File: config.mk
export PLATFORM = sky130hd
export DESIGN_NAME = manch_word_encoder
export DESIGN_NICKNAME = d
export VERILOG_FILES = /design/src/rtl/enc_pkg.sv /design/src/rtl/enc_seq_timer.sv /design/src/rtl/enc_symbol_gen.sv /design/src/rtl/enc_line_drv.sv /design/src/rtl/manch_word_encoder.sv
export SDC_FILE = /design/constraint.sdc
export NUM_CORES = 1
export LEC_CHECK = 0
export BUFFER_PORTS_ARGS = -buffer_cell sky130_fd_sc_hd__clkbuf_2
export CORE_ASPECT_RATIO = 0.9
export CORE_UTILIZATION = 54
export DETAILED_ROUTE_END_ITERATION = 8
export PLACE_DENSITY = 0.75
export SETUP_SLACK_MARGIN = 0.15
export SLEW_MARGIN = 20
export SYNTH_ARGS = -nofsm -noshare
export SYNTH_HDL_FRONTEND = slang
export SYNTH_SLANG_ARGS = --single-unit
File: constraint.sdc
create_clock -name clk -period 2 [get_ports clk]
set_input_delay 0.3 -clock clk [delete_from_list [all_inputs] [get_ports clk]]
set_output_delay 0.3 -clock clk [all_outputs]
set_load 0.05 [all_outputs]
File: src/rtl/enc_pkg.sv
// Package: shared types and frame-geometry helpers for the Manchester encoder.
// Assumes a frame of sync halves per polarity, DATA_W bits and one parity bit.
package enc_pkg;

    // One half-bit symbol: whether the line is driven, and toward which state.
    typedef struct packed {
        logic act;   // 1: line driven, 0: idle
        logic lvl;   // 1: positive state, 0: negative state
    } sym_t;

    // Number of half-bit periods in one frame.
    function automatic int frame_halves(input int dw, input int sh);
        return 2 * sh + 2 * dw + 2;
    endfunction

    // Counter width that holds every half-bit index of a frame.
    function automatic int half_cw(input int dw, input int sh);
        return $clog2(frame_halves(dw, sh));
    endfunction

endpackage

File: src/rtl/enc_seq_timer.sv
// Module: frame sequencer. Keeps the shift-clock phase, the busy flag and the
// half-bit index, and produces the send-data window.
// Assumes enc_en is meaningful only at falling shift edges (ph high before edge).
module enc_seq_timer #(
    parameter int DATA_W      = 16,
    parameter int SYNC_HALVES = 3,
    localparam int CW         = enc_pkg::half_cw(DATA_W, SYNC_HALVES)
) (
    input  logic          clk,
    input  logic          rst_n,
    input  logic          enc_en,
    output logic          ph,
    output logic          busy,
    output logic [CW-1:0] hcnt,
    output logic          send_data
);
    localparam int NH = enc_pkg::frame_halves(DATA_W, SYNC_HALVES);
    localparam logic [CW-1:0] LAST_H     = CW'(NH - 1);
    localparam logic [CW-1:0] DATA_FIRST = CW'(2 * SYNC_HALVES);
    localparam logic [CW-1:0] DATA_LAST  = CW'(2 * SYNC_HALVES + 2 * DATA_W - 1);

    // Shift-clock phase: toggles every send-clock cycle.
    always_ff @(posedge clk) begin
        if (!rst_n) ph <= 1'b0;
        else        ph <= ~ph;
    end

    // Frame start, half-bit counting, and back-to-back or stop at frame end.
    always_ff @(posedge clk) begin
        if (!rst_n) begin
            busy <= 1'b0;
            hcnt <= '0;
        end else if (busy) begin
            if (hcnt == LAST_H) begin
                busy <= enc_en;
                hcnt <= '0;
            end else begin
                hcnt <= hcnt + 1'b1;
            end
        end else if (ph && enc_en) begin
            busy <= 1'b1;
            hcnt <= '0;
        end
    end

    // Data request window covering all data half-bits.
    always_comb send_data = busy && (hcnt >= DATA_FIRST) && (hcnt <= DATA_LAST);


    start_phase_chk: assert property (@(posedge clk) disable iff (!rst_n)
        $rose(busy) |-> !ph);


    half_align_chk: assert property (@(posedge clk) disable iff (!rst_n)
        busy |-> (ph == hcnt[0]));


    stop_chk: assert property (@(posedge clk) disable iff (!rst_n)
        (busy && hcnt == LAST_H && !enc_en) |=> !busy);


    back2back_chk: assert property (@(posedge clk) disable iff (!rst_n)
        (busy && hcnt == LAST_H && enc_en) |=> (busy && hcnt == '0));
endmodule

File: src/rtl/enc_symbol_gen.sv
// Module: symbol generator. Chooses the line level for the current half-bit
// from the latched sync type, the sampled data bit and the running parity.
// Assumes sync_cmd is steady at the edge ending half 0 and ser_in is steady at
// rising shift edges inside the data window.
module enc_symbol_gen #(
    parameter int DATA_W      = 16,
    parameter int SYNC_HALVES = 3,
    localparam int CW         = enc_pkg::half_cw(DATA_W, SYNC_HALVES)
) (
    input  logic          clk,
    input  logic          rst_n,
    input  logic          busy,
    input  logic [CW-1:0] hcnt,
    input  logic          sync_cmd,
    input  logic          ser_in,
    output enc_pkg::sym_t sym_nxt
);
    localparam logic [CW-1:0] SYNC_END   = CW'(SYNC_HALVES);
    localparam logic [CW-1:0] DATA_FIRST = CW'(2 * SYNC_HALVES);
    localparam logic [CW-1:0] PAR_FIRST  = CW'(2 * SYNC_HALVES + 2 * DATA_W);

    logic sel_q, bit_q, par_q;
    logic sel_now, take;

    // Sync type in force this half: live input in half 0, latched afterwards.
    always_comb sel_now = (hcnt == '0) ? sync_cmd : sel_q;

    // Sampling point: first half of each data bit.
    always_comb take = busy && (hcnt >= DATA_FIRST) && (hcnt < PAR_FIRST) && !hcnt[0];

    // Latch sync type, hold the current data bit and accumulate parity.
    always_ff @(posedge clk) begin
        if (!rst_n) begin
            sel_q <= 1'b0;
            bit_q <= 1'b0;
            par_q <= 1'b0;
        end else if (busy && hcnt == '0) begin
            sel_q <= sync_cmd;
            par_q <= 1'b0;
        end else if (take) begin
            bit_q <= ser_in;
            par_q <= par_q ^ ser_in;
        end
    end

    // Level selection for the half-bit that ends at the coming edge.
    always_comb begin
        sym_nxt.act = busy;
        if (hcnt < SYNC_END)        sym_nxt.lvl = sel_now;
        else if (hcnt < DATA_FIRST) sym_nxt.lvl = ~sel_now;
        else if (hcnt < PAR_FIRST)  sym_nxt.lvl = hcnt[0] ? ~bit_q : ser_in;
        else                        sym_nxt.lvl = hcnt[0] ? par_q : ~par_q;
    end


    mid_flip_chk: assert property (@(posedge clk) disable iff (!rst_n)
        (busy && hcnt[0] && hcnt > DATA_FIRST) |-> (sym_nxt.lvl != $past(sym_nxt.lvl)));
endmodule

File: src/rtl/enc_line_drv.sv
// Module: line output stage. Registers the symbol and converts it into two
// active-low bipolar controls, with an asynchronous-to-the-frame line enable.
// Assumes line_en is a level input; it gates only the pins, never the state.
module enc_line_drv (
    input  logic          clk,
    input  logic          rst_n,
    input  enc_pkg::sym_t sym_nxt,
    input  logic          line_en,
    output logic          pos_n,
    output logic          neg_n
);
    enc_pkg::sym_t sym_q;

    // Hold the symbol for one half-bit.
    always_ff @(posedge clk) begin
        if (!rst_n) sym_q <= '0;
        else        sym_q <= sym_nxt;
    end

    // Active-low drive of the positive and negative line states.
    always_comb begin
        pos_n = ~(sym_q.act &  sym_q.lvl & line_en);
        neg_n = ~(sym_q.act & ~sym_q.lvl & line_en);
    end
endmodule

File: src/rtl/manch_word_encoder.sv
// Module: top of the Manchester word encoder. Joins the sequencer, the symbol
// generator and the line stage, and exposes the shift clock.
// Assumes one clk cycle per half-bit and a synchronous active-low reset.
module manch_word_encoder #(
    parameter int DATA_W      = 16,
    parameter int SYNC_HALVES = 3
) (
    input  logic clk,
    input  logic rst_n,
    input  logic enc_en,
    input  logic sync_cmd,
    input  logic ser_in,
    input  logic line_en,
    output logic shift_clk,
    output logic send_data,
    output logic pos_n,
    output logic neg_n
);
    localparam int CW = enc_pkg::half_cw(DATA_W, SYNC_HALVES);

    logic          ph, busy;
    logic [CW-1:0] hcnt;
    enc_pkg::sym_t sym_nxt;

    enc_seq_timer #(.DATA_W(DATA_W), .SYNC_HALVES(SYNC_HALVES)) u_timer (
        .clk(clk), .rst_n(rst_n), .enc_en(enc_en),
        .ph(ph), .busy(busy), .hcnt(hcnt), .send_data(send_data)
    );

    enc_symbol_gen #(.DATA_W(DATA_W), .SYNC_HALVES(SYNC_HALVES)) u_symbol (
        .clk(clk), .rst_n(rst_n), .busy(busy), .hcnt(hcnt),
        .sync_cmd(sync_cmd), .ser_in(ser_in), .sym_nxt(sym_nxt)
    );

    enc_line_drv u_line (
        .clk(clk), .rst_n(rst_n), .sym_nxt(sym_nxt), .line_en(line_en),
        .pos_n(pos_n), .neg_n(neg_n)
    );

    // Shift clock follows the phase register directly.
    always_comb shift_clk = ph;


    idle_line_chk: assert property (@(posedge clk) disable iff (!rst_n)
        !$past(busy) |-> (pos_n && neg_n));
endmodule

==> impl_metrics.tcl, run 1 <==
set metrics [dict create \
    dp.cells 107 \
    n_fill_cell 111 \
    syn_nets 98 \
    h-tree-depth 1 \
    drive_gt1_share_pct 30.00 \
    area_delta_synth_final_pct 13.92 \
    startpoint "u_timer.hcnt[0]" \
    ant_nets 0 \
    min_period_ps 1807 \
    clockBufferDepth 2 \
    cap_violations 0 \
    synthAdderAreaFrac_pct 6.329 \
    rsz0062_at_grt "true" \
    syn_area_per_cell_um2 8.986 \
    die_y_um 38.31 \
    yosysUniqueCellTypes 40 \
    r2r_end "u_timer.hcnt[5]" \
    worstPathArrival_ps 1510 \
    switching_share_pct 27.29 \
    antenna_found_initial 0 \
    grt_max_degree 14 \
    postSynthCellCount 88 \
    pwr-share-comb_pct 13.8 \
    num_vias 700 \
    critPathCapture "send_data" \
    total_power_uw 513.4 \
    path_depth 6 \
    timing_hold_violations_final 0 \
    start_util_pct 61.24 \
    core_area_mm2 0.001291 \
    ys_warn_count 0 \
    path_max_fanout 4 \
    grt_pass1_wl_um 2849 \
    slew_violations 0 \
    synth_xor_area_share_pct 2.215 \
    yosys.area.top_type "dfxtp_1" \
    clkPwrFrac_pct 32.7 \
    crit_required_ps 1700 \
    io_pins 10 \
    grt_pass1_vias 642 \
    dr.pass1.iters 4 \
    setup_viol 0 \
    start_kind "register" \
    clkTransAtPathRegs_ps 80 \
    syn-cell-area_um2 790.8 \
    overflow 0 \
    async_reset_ff_share_pct 0 \
    critPathKind "register to output port" \
    synth.area.top_cells "dfxtp_1 33%, ha_1 6.3%, mux2i_1 5.1%, nand3_1 3.2%, buf_6 2.8%" \
    power_density_mw_per_mm2 569.9 \
    tns_ps 0 \
    cp_top_family "compound AO/OA/AOI/OAI gates" \
    final_nets 111 \
    cts_hold_buf 0 \
    drc 0 \
    sequentialPowerShare_pct 53.5 \
    r2r_slack_ps 290 \
    avgViaCountPerCell 6.140 \
    ys_seq_area_share_pct 32.91 \
    synth_seq_cells 13 \
    leakage_nw 0.4041 \
    p_sw_uw 140.1 \
    yosys.cell_count.top_type "dfxtp_1" \
    yosys.area.top_type_share_pct 32.91 \
    muxShareOfSynthArea_pct 6.487 \
    timing.rr.start "u_timer.hcnt[1]" \
    grt_usage_pct 25.08 \
    die_area_mm2 0.001622 \
    outcome "finished clean" \
    max_slew.worst_pin.slew_ps 470.4 \
    synth_flop_cell "dfxtp_1" \
    place_hpwl_um 1130 \
    cts_tree "yes" \
    worstPathCellList "inv_4 > ha_1 > nor2_1 > a211o_1 > a21oi_2 > buf_8" \
    synth_common_cells "13 x dfxtp_1, 6 x nor2_1, 5 x nand3_1" \
    wire_per_inst_um 14.64 \
    rows 12 \
    stdcell_count 114 \
    worst-path-buf-inv 2 \
    fmax_mhz 553.4 \
    cp-end-kind "output port" \
    ctsRootBufferMaster "clkbuf_4" \
    reg2reg_depth 8 \
    slew-limit-headroom_pct 68.35 \
    synth_top_family_by_area "compound AO/OA/AOI/OAI gates" \
    die_w_um 42.34 \
    synth-simple-area-share_pct 20.41 \
    synth_compound_area_share_pct 24.37 \
    cts_buffers 3 \
    hold_path.class "input port to register" \
    synth_edf_count 0 \
    antenna_cells 0 \
    cpPeakStageDelay_ps 370 \
    routed_wirelength_um 1669 \
    fin_skew_ps 0.5215 \
    port_buffers 9 \
    drt-initial-drc-count 36 \
    final_util_pct 69.77 \
    place_congestion 0.7857 \
    post-route-period-util_pct 90.35 \
    intPower_uw 373.3 \
    clk_latency_ps 280 \
    peakVddDrop_v 0.0005326 \
    worst_path_max_delay_cell "dfxtp_4" \
    clock_sinks 13 \
]
## routing by layer
layer  track usage (%)  wire length, um  share of wire [%]  up-vias
li1                  -                -                  -      348
met1             32.56              783                 47      324
met2             38.85              759                 45       24
met3             7.075              106                6.4        4
met4             11.72               19                1.1        0
met5                 0                0                  0        -
## cell usage in the layout, fill, tap and decap left out, drive strengths merged, types with 3 or more instances in the layout
| cell | Yosys | routed |
|---|---|---|
| a21oi | 4 | 4 |
| a211oi | 4 | 4 |
| clkbuf | 1 | 12 |
| nand2 | 4 | 4 |
| buf | 4 | 5 |
| dfxtp | 13 | 13 |
| nor2 | 6 | 6 |
| nand3b | 3 | 3 |
| ha | 4 | 4 |
| inv | 4 | 4 |
| nand3 | 5 | 5 |
| mux2i | 4 | 4 |
| o21ai | 3 | 3 |
## worst min-delay path by stage
stage          slack, ps  cells after the start         endpoint        from
2_1_floorplan        430                      1  u_line.sym_q[1]       rst_n
3_3_place_gp         440                      1       u_timer.ph  u_timer.ph
3_5_place_dp         440                      1       u_timer.ph  u_timer.ph
4_1_cts              270                      3   u_symbol.sel_q    sync_cmd
5_1_grt              320                      2  u_timer.hcnt[3]       rst_n
6_report             280                      3   u_symbol.sel_q    sync_cmd
## timing repair
item,in CTS,in global routing
pin swaps,1,0
endpoints found under the setup margin,1,2
setup buffers,3,0
resized for setup,11,3
## tightest hold or removal path, delay by kind of cell
family	cells	cell delay, ps
simple gates	1	70
buf+inv	1	100
mux	1	60
## area by class of cell
type | instances | area (um2) | share of cell area (%)
Sequential cell | 13 | 271.5 | 30.14
Inverter | 5 | 21.27 | 2.361
Timing Repair Buffer | 13 | 85.08 | 9.444
Clock buffer | 4 | 26.28 | 2.917
Tap cell | 14 | 17.52 | 1.944
Multi-Input combinational cell | 65 | 479.2 | 53.19
## cells by family after synthesis
logic type      Yosys count
simple gates             30
compound gates           24
flops                    13
buf+inv                  10
mux                       5
fa+ha+maj                 4
xor+xnor                  2
## registers in the layout, summed over array words and instances (netlist names)
signal          flops
u_symbol.par_q      1
u_symbol.sel_q      1
u_symbol.bit_q      1
u_timer.ph          1
u_line.sym_q        2
u_timer.busy        1
u_timer.hcnt        6
## metrics by stage
step | hold slack, ps | area (um2) | setup slack (ps)
6_report | 282.4 | 900.9 | 193.1
5_1_grt | 321.2 | 900.9 | 116.3
4_1_cts | 269.1 | 895.9 | 165.1
3_5_place_dp | 442.2 | 825.8 | 271.1
3_3_place_gp | 435.4 | 825.8 | 332.2
2_1_floorplan | 427.3 | 794.5 | 279.8
## power by group through the flow
stage / sequential (mW) / clock, mW / combinational, mW
2_1_floorplan: 0.283 / 0 / 0.0437
3_3_place_gp: 0.282 / 0 / 0.0633
5_1_grt: 0.276 / 0.185 / 0.0794
3_5_place_dp: 0.283 / 0 / 0.0654
4_1_cts: 0.274 / 0.180 / 0.0706
6_report: 0.275 / 0.168 / 0.0709
(Power assumes the default switching activity.)
==> inputs of run 2 (changes only) <==
Settings changed: CORE_MARGIN from default to 4.
==> run 2 against run 1 <==
Power rose by 0.48%. Sequential power about the same. Register-to-register slack gained 40 ps. Combinational power up 2%. Clock power is essentially flat. Sequential share of layout area down 0.81 points. Non-clock buffer count stayed put. Critical path type unchanged.
==> impl_metrics.tcl, run 2 (synthesis gave the netlist of run 1 again) <==
set metrics [dict create \
    timing_hold_violations_final 0 \
    final_nets 111 \
    fin_skew_ps 1.529 \
    clkTransAtPathRegs_ps 80 \
    worstPathArrival_ps 1480 \
    rsz0062_at_grt "false" \
    io_pins 10 \
    clock_sinks 13 \
    slew_violations 0 \
    max_slew.worst_pin.slew_ps 456.7 \
    place_hpwl_um 1130 \
    fmax_mhz 560.9 \
    grt_usage_pct 16.98 \
    path_max_fanout 6 \
    final_cell_mix "8 x clkbuf_2, 8 x dfxtp_1, 6 x nor2_1, 5 x nand3_1" \
    cts_buffers 3 \
    ctsRootBufferMaster "clkbuf_4" \
    cap_violations 0 \
    place_congestion 0.7948 \
    outcome "finished clean" \
    die_w_um 48.34 \
    grt_pass1_wl_um 2794 \
    num_vias 696 \
    tns_ps 0 \
    start_kind "register" \
    area_delta_synth_final_pct 17.09 \
    critPathKind "register to output port" \
    wire_per_inst_um 13.97 \
    largest-register "u_timer.hcnt" \
    setup_viol 0 \
    post-route-period-util_pct 89.14 \
    die_y_um 44.31 \
    clockBufferDepth 2 \
    rows 12 \
    crit_required_ps 1700 \
    die_area_mm2 0.002141 \
    met1_usage_pct 21.54 \
    worstPathCellList "inv_4 > ha_4 > nor2_1 > a211o_1 > a21oi_2 > buf_8" \
    leakage_nw 0.4066 \
    hold_path.class "input port to register" \
    routed_wirelength_um 1593 \
    fin_worst_hold_slack_ps 274.8 \
    top_regs "u_timer.hcnt (6), u_line.sym_q (2)" \
    peakVddDrop_v 0.0003223 \
    worst_path_max_delay_cell "dfxtp_4" \
    drt-initial-drc-count 8 \
    cp-end-kind "output port" \
    start_util_pct 60.54 \
    cts_tree "yes" \
    busiest_layer "met2" \
    core_area_mm2 0.001306 \
    cpPeakStageDelay_ps 380 \
    ant_nets 0 \
    largest_reg_flops 6 \
    final_util_pct 70.88 \
    grt_max_degree 14 \
    slew-limit-headroom_pct 69.27 \
    met2_usage_pct 25.52 \
    min_period_ps 1783 \
    grt_pass1_vias 636 \
    gr-usage-met3_pct 6.397 \
    drive_gt1_share_pct 31.00 \
    clk_latency_ps 280 \
    avgViaCountPerCell 6.105 \
    dr.pass1.iters 4 \
    port_buffers 9 \
    h-tree-depth 1 \
    antenna_found_initial 0 \
    antenna_cells 0 \
    power_density_mw_per_mm2 557.2 \
    total_power_uw 515.9 \
    drc 0 \
    overflow 0 \
]
## run 2: cell types whose count changed in the layout (fill, tap and decap cells not counted)
| cell | before | now |
|---|---|---|
| ha_2 | 1 | 0 |
| inv_2 | 1 | 0 |
| o21ai_0 | 3 | 2 |
| o21ai_1 | 0 | 1 |
| ha_1 | 3 | 2 |
| ha_4 | 0 | 2 |
| inv_4 | 1 | 2 |
## run 2: power breakdown
part / internal [mW] / switching, mW / leakage (nW)
clock network: 0.0775 / 0.0891 / 0.0150
registers: 0.265 / 0.0122 / 0.109
logic: 0.0328 / 0.0394 / 0.283
total: 0.375 / 0.141 / 0.407
## run 2: timing repair
| item | 4_1_cts | 5_1_grt |
|---|---|---|
| buffers inserted | 0 | 3 |
| endpoints found under the setup margin | 1 | 1 |
| cloned | 0 | 0 |
| gates resized for setup | 10 | 9 |
| pin swaps | 0 | 3 |
| hold endpoints to repair | 0 | 0 |
| hold buffers | 0 | 0 |
## run 2: per-layer routing
layer	vias to the layer above	wire, um	share of wire [%]
met4	0	36	2.3
met2	16	722	45
li1	351	-	-
met5	-	0	0
met1	322	740	46
met3	7	94	5.9
## run 2: worst paths after layout
check / start / end / slack [ps] / cells past startpoint
setup / recovery: u_timer.hcnt[1] / send_data / 220 / 6
hold / removal: sync_cmd / u_symbol.sel_q / 270 / 3
setup reg to reg: u_timer.hcnt[0] / u_line.sym_q[0] / 330 / 7
hold reg to reg: u_timer.ph / u_timer.ph / 480 / 1
## run 2: stage by stage
| step | setup WS [ps] | instances | cell area [um2] |
|---|---|---|---|
| 2_1_floorplan | 279.8 | 88 | 794.5 |
| 3_3_place_gp | 329.6 | 107 | 825.8 |
| 3_5_place_dp | 286.1 | 107 | 825.8 |
| 4_1_cts | 151.7 | 111 | 870.8 |
| 5_1_grt | 147.6 | 114 | 925.9 |
| 6_report | 217.2 | 114 | 925.9 |
## run 2: critical path, delay by kind of cell (launching register included)
family          cells  cell delay [ps]
buf+inv             2              240
fa+ha+maj           1              120
flops               1              380
simple gates        1               40
compound gates      2              420
## run 2: cell type report
class                      count  area [um2]
fill                          90       380.4
tap                           14       17.52
inverter                       5       23.77
timing repair buffer          13       85.08
multi-input combinational     65       501.7
clock buffer                   4       26.28
sequential                    13       271.5
